### src/rtl/barrel_shift_pkg.sv
package barrel_shift_pkg;

    localparam int DEF_WIDTH = 32;

    // Steering for one pass through the shared left-shifting core
    typedef struct packed {
        logic mirror;   // 1: reverse bit order around the core
        logic fill;     // value entering vacated positions
    } steer_t;

endpackage

### src/rtl/bit_mirror.sv
module bit_mirror #(
    parameter int WIDTH = 32
) (
    input  logic [WIDTH-1:0] vec_in,
    output logic [WIDTH-1:0] vec_out
);

    for (genvar i = 0; i < WIDTH; i++) begin : g_swap
        assign vec_out[i] = vec_in[WIDTH-1-i];
    end

endmodule

### src/rtl/shift_stage.sv
module shift_stage #(
    parameter int WIDTH = 32,
    parameter int DIST  = 1
) (
    input  logic [WIDTH-1:0] stage_in,
    input  logic             enable,
    input  logic             fill,
    output logic [WIDTH-1:0] stage_out
);

    logic [WIDTH-1:0] moved;

    assign moved     = {stage_in[WIDTH-1-DIST:0], {DIST{fill}}};
    assign stage_out = enable ? moved : stage_in;

endmodule

### src/rtl/left_shift_core.sv
module left_shift_core #(
    parameter int WIDTH = 32,
    localparam int AMT_W = $clog2(WIDTH)
) (
    input  logic [WIDTH-1:0] word_in,
    input  logic [AMT_W-1:0] amount,
    input  logic             fill,
    output logic [WIDTH-1:0] word_out
);

    logic [WIDTH-1:0] tap [AMT_W+1];

    assign tap[0] = word_in;

    for (genvar k = 0; k < AMT_W; k++) begin : g_stage
        shift_stage #(
            .WIDTH (WIDTH),
            .DIST  (1 << k)
        ) u_stage (
            .stage_in  (tap[k]),
            .enable    (amount[k]),
            .fill      (fill),
            .stage_out (tap[k+1])
        );
    end

    assign word_out = tap[AMT_W];

endmodule

### src/rtl/barrel_shift_unit.sv
module barrel_shift_unit
    import barrel_shift_pkg::*;
#(
    parameter int WIDTH = DEF_WIDTH,
    localparam int AMT_W = $clog2(WIDTH)
) (
    input  logic [WIDTH-1:0] data_in,
    input  logic [AMT_W-1:0] shamt,
    input  logic             dir_left,
    input  logic             mode_logical,
    output logic [WIDTH-1:0] data_out
);

    steer_t           steer_d;
    logic [WIDTH-1:0] in_mirrored;
    logic [WIDTH-1:0] core_in;
    logic [WIDTH-1:0] core_out;
    logic [WIDTH-1:0] out_mirrored;

    always_comb begin
        steer_d        = '0;
        steer_d.mirror = ~dir_left;
        // sign fill only for right arithmetic; left always fills zeros
        steer_d.fill   = ~dir_left & ~mode_logical & data_in[WIDTH-1];
    end

    bit_mirror #(.WIDTH(WIDTH)) u_mirror_in (
        .vec_in  (data_in),
        .vec_out (in_mirrored)
    );

    assign core_in = steer_d.mirror ? in_mirrored : data_in;

    left_shift_core #(.WIDTH(WIDTH)) u_core (
        .word_in  (core_in),
        .amount   (shamt),
        .fill     (steer_d.fill),
        .word_out (core_out)
    );

    bit_mirror #(.WIDTH(WIDTH)) u_mirror_out (
        .vec_in  (core_out),
        .vec_out (out_mirrored)
    );

    assign data_out = steer_d.mirror ? out_mirrored : core_out;

endmodule

### config.mk
export PLATFORM = sky130hd
export DESIGN_NAME = barrel_shift_unit
export DESIGN_NICKNAME = d
export VERILOG_FILES = /design/src/rtl/barrel_shift_pkg.sv /design/src/rtl/bit_mirror.sv /design/src/rtl/shift_stage.sv /design/src/rtl/left_shift_core.sv /design/src/rtl/barrel_shift_unit.sv
export SDC_FILE = /design/constraint.sdc
export NUM_CORES = 1
export LEC_CHECK = 0
export ABC_CLOCK_PERIOD_IN_PS = 4400
export CAP_MARGIN = 40
export CORE_ASPECT_RATIO = 0.6
export CORE_MARGIN = 2
export CORE_UTILIZATION = 60
export DETAILED_ROUTE_END_ITERATION = 10
export PLACE_DENSITY = 0.89
export SLEW_MARGIN = 40
export SYNTH_ARGS = -nofsm -noshare
export SYNTH_HDL_FRONTEND = slang
export SYNTH_SLANG_ARGS = --single-unit
### constraint.sdc
create_clock -name vclk -period 4.4
set_input_delay 0.66 -clock vclk [all_inputs]
set_output_delay 0.66 -clock vclk [all_outputs]
set_load 0.02 [all_outputs]
==> results of run 1 <==
## layer usage
layer / GRT usage / wire length [um]
met5: 0 / 0
met4: 0.114 / 812
met3: 0.174 / 3610
met2: 0.697 / 7000
met1: 0.650 / 6790
## stage by stage
| step | setup slack, ps | power (mW) |
|---|---|---|
| 2_1_floorplan | 1230 | 0.450 |
| 3_5_place_dp | 133 | 0.722 |
| 4_1_cts | 122 | 0.725 |
| 3_3_place_gp | 225 | 0.714 |
| 6_report | 67.3 | 0.766 |
| 5_1_grt | 17.0 | 0.790 |
## tightest hold or removal path: stages
cell and delay [ps]:
buf_4 240, buf_4 290, mux2i_1 150, clkdlybuf4s50_1 530
## Yosys cell counts, drive strengths merged, types with 3 or more instances
master / count
nand3: 13
o2bb2ai: 3
a211oi: 12
nand2: 43
a211o: 3
mux4: 42
or2: 5
o21ai: 33
nor3: 9
a221o: 3
o32ai: 4
a31o: 3
nand2b: 8
clkbuf: 18
inv: 7
nor4: 3
a22oi: 9
mux2: 19
and2: 4
a31oi: 8
o211ai: 6
nor2b: 9
nand4: 3
buf: 38
o221ai: 4
a32oi: 5
a21oi: 29
mux2i: 60
nor2: 59
o22ai: 17
a221oi: 4
o22a: 3
o21a: 3
## what timing repair did
item | in CTS | in global routing
setup endpoints to repair | 0 | 7
hold endpoints to repair | 0 | 0
resized for setup | 0 | 2
## power groups by stage
| stage | logic [mW] | registers, mW | clock network [mW] |
|---|---|---|---|
| 2_1_floorplan | 0.450 | 0 | 0 |
| 3_5_place_dp | 0.722 | 0 | 0 |
| 4_1_cts | 0.725 | 0 | 0 |
| 6_report | 0.766 | 0 | 0 |
| 5_1_grt | 0.790 | 0 | 0 |
| 3_3_place_gp | 0.714 | 0 | 0 |
## cells by family after synthesis
logic type	count (synthesis)	synth area share
AO/OA/AOI/OAI	168	0.287
multiplexers	121	0.435
AND/OR/NAND/NOR	164	0.184
XOR/XNOR	1	0.00213
buffers and inverters	65	0.0919
## worst paths after layout
check                         end  slack [ps]  cells past startpoint
worst max-delay path  data_out[4]          70                      9
worst min-delay path  data_out[5]        2530                      4
## area by class of cell
type / instances / share of cell area
inverter: 9 / 0.00676
multi-input combinational: 454 / 0.750
tap: 87 / 0.0218
timing repair buffer: 122 / 0.222
==> impl_metrics.csv, run 1 <==
group,metric,value,unit
finish,clockBufferCount,0,
sta,max-slew-margin-rel,0.526,
detailed_routing,drt-total-wl,18200,um
logic_synthesis,yosys.cell_types.count,72,
logic_synthesis,synth_top_area_frac,0.208,
global_route,grt_pass1_vias,4791,
placement,placed_cells,672,
logic_synthesis,synth_warnings,0,
global_route,globalRoute.totalOverflow,0,
sta,fin_crit_sh,0.985,
critical_path,cp_data_arrival_time,3670,ps
status,status,"finished clean",
finish,final_cell_mix,"clkdlybuf4s50_1 (67), mux2i_1 (59), nor2_1 (59)",
power_and_ir_drop,intPower,0.329,mW
power_and_ir_drop,pwr-share-comb,1.000,
detailed_routing,antenna_left,0,
finish,flops_and_latches,0,
logic_synthesis,synth_area,4110,sq um
critical_path,worst_path_most_repeated_cell,"clkdlybuf4s50_1",
power_and_ir_drop,power_density,153,nW/um^2
floorplan,die_h,68.1,um
power_and_ir_drop,swShare,0.571,
critical_path,startpoint,"data_in[9]",
finish,nets,626,
logic_synthesis,avgSynthCellArea,7.92,sq um
power_and_ir_drop,irDropWorstVdd,0.127,mV
sta,max_freq,231,MHz
critical_path,crit_path_top_delay_cell,"clkdlybuf4s50_1",
critical_path,worst_path_largest_cell_delay,600,ps
finish,final_common_cell,"clkdlybuf4s50_1",
placement,place_area,4980,sq um
finish,n_fill_cell,482,
finish,seq_area,0,sq um
critical_path,crit_buf_inv,3,
critical_path,crit_type,"in2out",
sta,holdWs,2530,ps
global_route,grt_pass1_wl,27500,um
finish,postLayoutCellArea,5000,sq um
critical_path,cp-start-kind,"input pin",
floorplan,rows,23,
logic_synthesis,synth.area.top_cells,"mux4_2 (21%), mux2i_1 (14%), nor2_1 (5.4%)",
critical_path,required,3740,ps
detailed_routing,drcViolationCount,0,
floorplan,start_util,0.619,
placement,hpwlAfterDp,13900,um
global_route,antenna_found_initial,1,
logic_synthesis,synth.yosys.seq_area_share,0,
floorplan,die_area,7550,sq um
global_route,grtUsageTotal,0.469,
finish,multiInputGateArea,3750,sq um
power_and_ir_drop,power_frac_seq,0,
critical_path,cp_cell_sequence,"clkdlybuf4s50_1, mux4_1, mux2i_1, nor4_1, a211oi_1, buf_4, o21ai_1, mux2_2, clkdlybuf4s50_1",
sta,period_needed,4330,ps
finish,final_util,0.752,
sta,setup_tns,0,ps
floorplan,die_w,111,um
detailed_routing,via_per_inst,8.07,
sta,hold_violations,0,
finish,synthToLayoutAreaGrowth,21.5,%
detailed_routing,wl_per_cell,27.1,um
cts,hold_buffers,0,
finish,drive_gt1_frac,0.217,
power_and_ir_drop,p_leak,1.91,nW
run,drv_cap,0,
global_route,grt_max_degree,36,
finish,fin_cells,672,
detailed_routing,drtIter0Drc,1299,
floorplan,pin_count,71,
sta,finalSetupViolations,0,
logic_synthesis,synth_top_cell_by_area,"mux4_2",
finish,diodes,0,
floorplan,core_area,6650,sq um
min_path,hp-start,"dir_left",
placement,io_buffers,71,
sta,slew_viol_final,0,
power_and_ir_drop,switchingPower,0.437,mW
critical_path,cpLargestDelayFamily,"buffers and inverters",
sta,rsz0062_at_grt,"no",
detailed_routing,drt_first_pass_iters,7,
min_path,min_path_type,"in2out",
critical_path,cp_max_fo,7,
detailed_routing,vias,5423,
logic_synthesis,syn_nets,558,
placement,gp_congestion,1.11,
logic_synthesis,syn_inst,519,
sta,tightest_slew,708,ps
critical_path,cp-end-kind,"output port",
cts,cts_setup_buffers,0,
power_and_ir_drop,p_clk_frac,0,
Power figures use the tool's default switching activity.
==> run 2: changes to the inputs <==
- CORE_UTILIZATION: 60 -> 50
- PLACE_DENSITY: 0.89 -> 0.76
==> run 2 against run 1 <==
Routed wire length increased by 3.2%. Total power rose by 0.83%. Worst setup slack better by 92 ps. Critical endpoint is now data_out[14]. Worst hold slack got worse by 77 ps. Sequential share of layout area unchanged. Non-clock buffer count up 5.
==> impl_metrics.csv, run 2 (synthesized netlist as in run 1, its figures left out) <==
group,metric,value,unit
floorplan,die_h,74.3,um
sta,max-slew-margin-rel,0.505,
detailed_routing,drcViolationCount,0,
placement,place_area,5070,sq um
finish,final_common_cell,"clkdlybuf4s50_1",
cts,ctsResizeCount,0,
run,drv_cap,0,
sta,period_needed,4240,ps
sta,finalSetupViolations,0,
global_route,grtUsageTotal,0.422,
critical_path,crit_buf_inv,3,
global_route,grt_pass1_vias,4791,
critical_path,cp_data_arrival_time,3580,ps
placement,hpwlAfterDp,14800,um
global_route,grt.met3_usage,0.147,
floorplan,rows,25,
critical_path,cpLargestDelayFamily,"buffers and inverters",
placement,gp_congestion,1.06,
floorplan,die_area,8990,sq um
detailed_routing,antenna_left,0,
critical_path,cp-end-kind,"output port",
finish,final_util,0.641,
placement,io_buffers,71,
min_path,whs_endpoint,"data_out[5]",
finish,drive_gt1_frac,0.224,
global_route,grt_use_met1,0.621,
min_path,min_path_type,"in2out",
finish,flops_and_latches,0,
detailed_routing,vias,5357,
status,status,"finished clean",
power_and_ir_drop,power_density,152,nW/um^2
finish,final_cell_mix,"clkdlybuf4s50_1 (67), mux2i_1 (59), nor2_1 (59)",
global_route,grt_util_met2,0.595,
critical_path,crit_type,"in2out",
sta,max_freq,236,MHz
global_route,grt-busiest-layer,"met1",
floorplan,pin_count,71,
floorplan,core_area,7910,sq um
finish,synthToLayoutAreaGrowth,23.3,%
placement,placed_cells,698,
finish,nets,631,
finish,diodes,0,
detailed_routing,drtIter0Drc,1165,
min_path,hp-start,"dir_left",
critical_path,cp_max_fo,7,
power_and_ir_drop,irDropWorstVdd,0.0901,mV
sta,hold_violations,0,
global_route,globalRoute.totalOverflow,0,
sta,tightest_slew,734,ps
critical_path,worst_path_largest_cell_delay,670,ps
sta,slew_viol_final,0,
detailed_routing,drt_first_pass_iters,6,
critical_path,cp-start-kind,"input pin",
global_route,grt_pass1_wl,28800,um
sta,holdWs,2460,ps
critical_path,worst_path_most_repeated_cell,"clkdlybuf4s50_1",
cts,hold_buffers,0,
finish,seq_area,0,sq um
critical_path,crit_path_top_delay_cell,"clkdlybuf4s50_1",
sta,rsz0062_at_grt,"no",
min_path,worstHoldPathCells,4,
finish,clockBufferCount,0,
sta,setup_tns,0,ps
detailed_routing,drt-total-wl,18800,um
power_and_ir_drop,p_leak,1.94,nW
floorplan,die_w,121,um
finish,postLayoutCellArea,5070,sq um
finish,n_fill_cell,719,
finish,multiInputGateArea,3730,sq um
finish,fin_cells,698,
floorplan,start_util,0.520,
cts,cts_setup_buffers,0,
critical_path,required,3740,ps
critical_path,cp_cell_sequence,"clkdlybuf4s50_1, mux2i_1, o22ai_1, buf_4, nor4_1, a21oi_1, nand3_1, a211oi_1, clkdlybuf4s50_1",
detailed_routing,via_per_inst,7.67,
sta,fin_crit_sh,0.964,
global_route,antenna_found_initial,0,
global_route,grt_max_degree,31,
detailed_routing,wl_per_cell,26.9,um
-- run 2: cell types whose count changed in the layout (fill, tap and decap cells not counted), sizes merged --
cell  change
buf       +5
-- run 2: worst max-delay path by stage --
stage / startpoint / slack (ps) / to / cells after the start
after floorplan: shamt[2] / 1230 / data_out[14] / 9
after detailed placement: shamt[0] / 250 / data_out[5] / 10
final: data_in[9] / 160 / data_out[14] / 9
after CTS: shamt[0] / 250 / data_out[5] / 10
after global routing: shamt[0] / 20 / data_out[5] / 10
after global placement: data_in[13] / 300 / data_out[27] / 9
-- run 2: final cells by class --
| cell class | instances | area share |
|---|---|---|
| inverter | 9 | 0.00666 |
| multi-input combinational | 454 | 0.737 |
| timing repair buffer | 127 | 0.230 |
| tap | 108 | 0.0267 |
-- run 2: routing by layer --
layer	vias to the layer above	share of wire
met3	75	0.19
met4	0	0.029
li1	2209	-
met5	-	0
met2	545	0.39
met1	2528	0.40
-- run 2: power by group --
part / switching [mW] / internal, mW / leakage (nW)
registers: 0 / 0 / 0
logic: 0.438 / 0.335 / 1.94
clock network: 0 / 0 / 0
-- run 2: stage by stage --
step                      total power [mW]  setup slack (ps)
after detailed placement             0.737               253
after CTS                            0.741               250
after floorplan                      0.450              1230
after global placement               0.734               303
after global routing                 0.803              18.8
final                                0.773               160
